<file path="src/rtl/rs485_de_pkg.sv">
package rs485_de_pkg;
  localparam int CFG_W = 12;
  localparam int DLY_W = 4;

  typedef struct packed {
    logic [DLY_W-1:0]       dly;
    logic [CFG_W-DLY_W-4:0] rsvd;
    logic                   pol;
    logic                   on_rts;
    logic                   en;
  } de_cfg_t;
endpackage

</file>
<file path="src/rtl/rs485_hold_timer.sv">
module rs485_hold_timer #(
  parameter int DLY_W = 4
) (
  input  logic             clk_i,
  input  logic             rst_ni,
  input  logic             en_i,
  input  logic             busy_i,
  input  logic             tick_i,
  input  logic [DLY_W-1:0] dly_i,
  output logic             active_o
);
  logic             busy_q;
  logic [DLY_W-1:0] cnt_q;
  logic             fall;
  logic             dly_nz;

  assign dly_nz = |dly_i;
  assign fall   = busy_q & ~busy_i;

  always_ff @(posedge clk_i or negedge rst_ni) begin
    if (!rst_ni) begin
      busy_q <= 1'b0;
      cnt_q  <= '0;
    end else begin
      busy_q <= busy_i;
      if (!en_i || busy_i)           cnt_q <= '0;
      else if (fall)                 cnt_q <= dly_i;  // hold time captured here
      else if (tick_i && cnt_q != 0) cnt_q <= cnt_q - 1'b1;
    end
  end

  // fall cycle covered combinationally so the pin has no one-cycle dropout
  assign active_o = busy_i | (cnt_q != '0) | (fall & dly_nz);
endmodule

</file>
<file path="src/rtl/rs485_pin_mux.sv">
module rs485_pin_mux (
  input  logic en_i,
  input  logic on_rts_i,
  input  logic pol_i,
  input  logic active_i,
  input  logic sw_rts_i,
  output logic rts_o,
  output logic de_o
);
  logic level;

  assign level = active_i ^ pol_i;

  always_comb begin
    rts_o = sw_rts_i;
    de_o  = 1'b0;
    if (en_i) begin
      if (on_rts_i) rts_o = level;
      else          de_o  = level;
    end
  end
endmodule

</file>
<file path="src/rtl/rs485_de_ctrl.sv">
module rs485_de_ctrl
  import rs485_de_pkg::*;
(
  input  logic             clk_i,
  input  logic             rst_ni,
  input  logic [CFG_W-1:0] cfg_i,
  input  logic             bit_tick_i,
  input  logic             tx_busy_i,
  input  logic             sw_rts_i,
  output logic             rts_o,
  output logic             de_o
);
  de_cfg_t cfg;
  logic    active;

  assign cfg = de_cfg_t'(cfg_i);

  rs485_hold_timer #(.DLY_W(DLY_W)) u_timer (
    .clk_i    (clk_i),
    .rst_ni   (rst_ni),
    .en_i     (cfg.en),
    .busy_i   (tx_busy_i),
    .tick_i   (bit_tick_i),
    .dly_i    (cfg.dly),
    .active_o (active)
  );

  rs485_pin_mux u_mux (
    .en_i     (cfg.en),
    .on_rts_i (cfg.on_rts),
    .pol_i    (cfg.pol),
    .active_i (active),
    .sw_rts_i (sw_rts_i),
    .rts_o    (rts_o),
    .de_o     (de_o)
  );
endmodule

</file>
<file path="config.mk">
export PLATFORM = sky130hd
export DESIGN_NAME = rs485_de_ctrl
export DESIGN_NICKNAME = d
export VERILOG_FILES = /design/src/rtl/rs485_de_pkg.sv /design/src/rtl/rs485_hold_timer.sv /design/src/rtl/rs485_pin_mux.sv /design/src/rtl/rs485_de_ctrl.sv
export SDC_FILE = /design/constraint.sdc
export NUM_CORES = 1
export LEC_CHECK = 0
export BUFFER_PORTS_ARGS = -buffer_cell sky130_fd_sc_hd__buf_2
export CAP_MARGIN = 20
export CORE_AREA = 2 2 39 41
export DETAILED_ROUTE_END_ITERATION = 10
export DIE_AREA = 0 0 41 43
export MAX_ROUTING_LAYER = met4
export PLACE_DENSITY = 0.58
export SYNTH_ARGS = -nofsm -noshare
export SYNTH_HDL_FRONTEND = slang
export SYNTH_SLANG_ARGS = --single-unit
</file>
<file path="constraint.sdc">
create_clock -name clk_i -period 1.8 [get_ports clk_i]
set_input_delay 0.27 -clock clk_i [delete_from_list [all_inputs] [get_ports clk_i]]
set_output_delay 0.27 -clock clk_i [all_outputs]
set_load 0.01 [all_outputs]
</file>
==> flow_summary_export.csv <==
group,metric,value,unit
outcome,status,"finished, violations left",
outcome,violations,"negative setup slack",
sta,finalHoldViolCount,0,
floorplanning,row_count,14,
global_route,grt_usage,0.116,
synth,synth_edf_count,0,
critical_path,crit_buf_inv,2,
critical_path,r2r-start,"u_timer.cnt_q[0]$_DFFE_PN0P_",
layout,fin_util,0.418,
floorplanning,pin_count,19,
pwr,ir_drop,0.276,mV
clock_tree,insertion_delay,0.24,ns
layout,syn_to_final_growth,52.5,%
pwr,pwr-share-clk,0.340,
layout,multi_input_area,264,µm²
clock_tree,cts.htree.levels,1,
synth,synth_area_leaders,"dfrtp_1 33%, inv_1 5.9%, xnor2_2 4.3%",
clock_tree,cts_root_buf,"clkbuf_4",
pwr,p_sw,101,µW
sta,period_share,1.14,
critical_path,cp-start-kind,"flip-flop",
layout,drive_above_1_share,0.463,
sta,clock_skew,0.00716,ns
layout,final_cell_count_no_fill,83,
floorplanning,die_x,41,µm
critical_path,critPathTopFamily,"simple AND/OR/NAND/NOR gates",
drt,drtIter0Drc,2,
critical_path,worstReg2RegEnd,"u_timer.cnt_q[3]$_DFFE_PN0P_",
synth,synth_cell_types,26,
drt,drt_wl_total,844,µm
synth,synth_top_cell_by_area,"dfrtp_1",
floorplanning,dieArea,1760,µm²
global_route,grt_max_degree,10,
min_path,min_to,"u_timer.busy_q$_DFF_PN0_",
global_route,antenna_found_initial,0,
floorplanning,die_y,43,µm
flow_run,maxCapViolations,0,
drt,wire_per_inst,10.2,µm
clock_tree,cts_buffers,3,
synth,synth_nets,62,
floorplanning,start_util,0.274,
synth,ys_top_cells_by_count,"6 x inv_1, 5 x dfrtp_1, 4 x nor2_1, 3 x nand2_1",
pwr,combPwrFrac,0.327,
sta,rsz0062_at_grt,"yes",
critical_path,path_max_fanout,2,
critical_path,critPathCaptureType,"primary output",
min_path,hp-start,"tx_busy_i",
drt,drc,0,
critical_path,rrSetupSlack,0.26,ns
clock_tree,cts_tree,"yes",
layout,num_antenna_cells,0,
drt,drt_pass1_iterations,3,
critical_path,critPathKind,"flip-flop to primary output",
min_path,hold_path_class,"input port to flip-flop",
sta,worst_slack,-0.251,ns
sta,finalSetupViolCount,2,
floorplanning,coreArea,1380,µm²
sta,max_slew_margin,0.775,
sta,fin_hold_ws,0.212,ns
layout,nets,86,
clock_tree,clk_pin_slew,0.05,ns
global_route,grt_pass1_wl,1290,µm
critical_path,critPathMaxStageDelay,0.45,ns
sta,finalCriticalPeriod,2.05,ns
synth,syn_avg_cell_area,8.62,µm²
synth,ys_seq_area_frac,0.330,
layout,num-fill-cells,147,
critical_path,path_cells,"inv_2 > ha_4 > nand2b_4 > or4_4 > xnor2_4 > nor3b_2 > buf_2",
pwr,p_leak,0.278,nW
pwr,power,373,µW
placement,gp_congestion,0.615,
global_route,grt_pass1_vias,369,
synth,synth_warnings,0,
synth,synthMostInstantiatedCell,"inv_1",
critical_path,cp.required,1.53,ns
global_route,grt.overflow.total,0,
pwr,internal_power,272,µW
critical_path,cpMaxStageDelayCell,"or4_4",
synth,synth-async-reset-ratio,1.00,
drt,vias,371,
synth,yosysTopAreaCellShare,0.330,
min_path,hold_depth,1,
critical_path,r2r_cells,5,
synth,synth-main-ff-cell,"dfrtp_1",
placement,place_hpwl,677,µm
drt,antenna_left,0,
sta,max_slew.worst_pin.slew,0.338,ns
pwr,p_sw_frac,0.271,
sta,fmax,0.488,GHz
placement,place_ws,-0.193,ns
pwr,power_density,646,nW/µm²
drt,vias_per_cell,4.47,
layout,seqCellArea,125,µm²
synth,syn-cell-area,379,µm²
synth,ys_ff_latch,5,
sta,maxSlewViolCount,0,
clock_tree,cts_buffer_depth,2,
synth,synth_cells,44,
clock_tree,clock-sinks,5,
placement,placed_cells,78,
placement,port_buffers,13,
pwr,seqPwrFrac,0.333,
critical_path,cp.arrival,1.78,ns
-- flip-flops by register name, indices dropped and copies added, names as in the netlist --
register / flops
u_timer.busy_q: 1
u_timer.cnt_q: 4
-- cell type report --
type                       count  area share
multi-input combinational     32       0.457
sequential                     5       0.216
timing repair buffer          20       0.208
clock buffer                   4      0.0455
inverter                       6      0.0390
tap                           16      0.0346
-- per-stage QoR --
step           setup TNS [ns]  area (µm²)
5_1_grt                -0.635         578
3_5_place_dp           -0.374         510
3_3_place_gp           -0.346         510
6_report               -0.487         578
2_1_floorplan               0         384
4_1_cts                -0.514         578
-- worst max-delay path by stage --
stage / startpoint / end / cells after the start
5_1_grt: u_timer.cnt_q[0]$_DFFE_PN0P_ / de_o / 7
3_3_place_gp: cfg_i[9] / de_o / 6
4_1_cts: u_timer.cnt_q[0]$_DFFE_PN0P_ / de_o / 7
2_1_floorplan: cfg_i[9] / de_o / 4
6_report: u_timer.cnt_q[0]$_DFFE_PN0P_ / de_o / 7
3_5_place_dp: cfg_i[9] / de_o / 6
-- placed cells by master (no fill, tap or decap), types with 2 or more instances in the layout --
cell type,count
buf_2,13
buf_4,6
dfrtp_1,5
inv_1,4
nor2_1,4
nand2_1,3
clkbuf_4,3
inv_2,2
nor2b_1,2
nand3b_1,2
o21ai_0,2
-- cell families after synthesis --
kind of cell / after synthesis / share of synthesized area
simple gates: 17 / 0.257
compound gates: 10 / 0.188
buf+inv: 7 / 0.0693
flops: 5 / 0.330
xor+xnor: 2 / 0.0660
mux: 2 / 0.0561
fa+ha+maj: 1 / 0.0330
-- power groups by stage --
stage	Combinational (mW)	Sequential (mW)	Clock, mW
floorplan	0.0633	0.124	0
finish	0.122	0.124	0.127
global route	0.136	0.125	0.136
detailed placement	0.107	0.125	0
CTS	0.124	0.124	0.129
global placement	0.106	0.125	0
-- routing by layer --
| layer | track usage | routed length (µm) | vias up | part of all wire |
|---|---|---|---|---|
| met2 | 0.194 | 450 | 6 | 0.53 |
| met5 | - | 0 | - | 0 |
| met3 | 0.0314 | 27 | 0 | 0.032 |
| li1 | - | - | 199 | - |
| met4 | 0.100 | 0 | 0 | 0 |
| met1 | 0.0951 | 366 | 166 | 0.43 |
-- what timing repair did --
action,in CTS,in global routing
cloned,0,0
pin swaps,1,1
gates resized for setup,6,0
setup buffers,0,0
endpoints found under the hold margin,5,0
endpoints found under the setup margin,2,2
hold buffers,1,0
No activity file was read; power rests on OpenSTA's default activity.
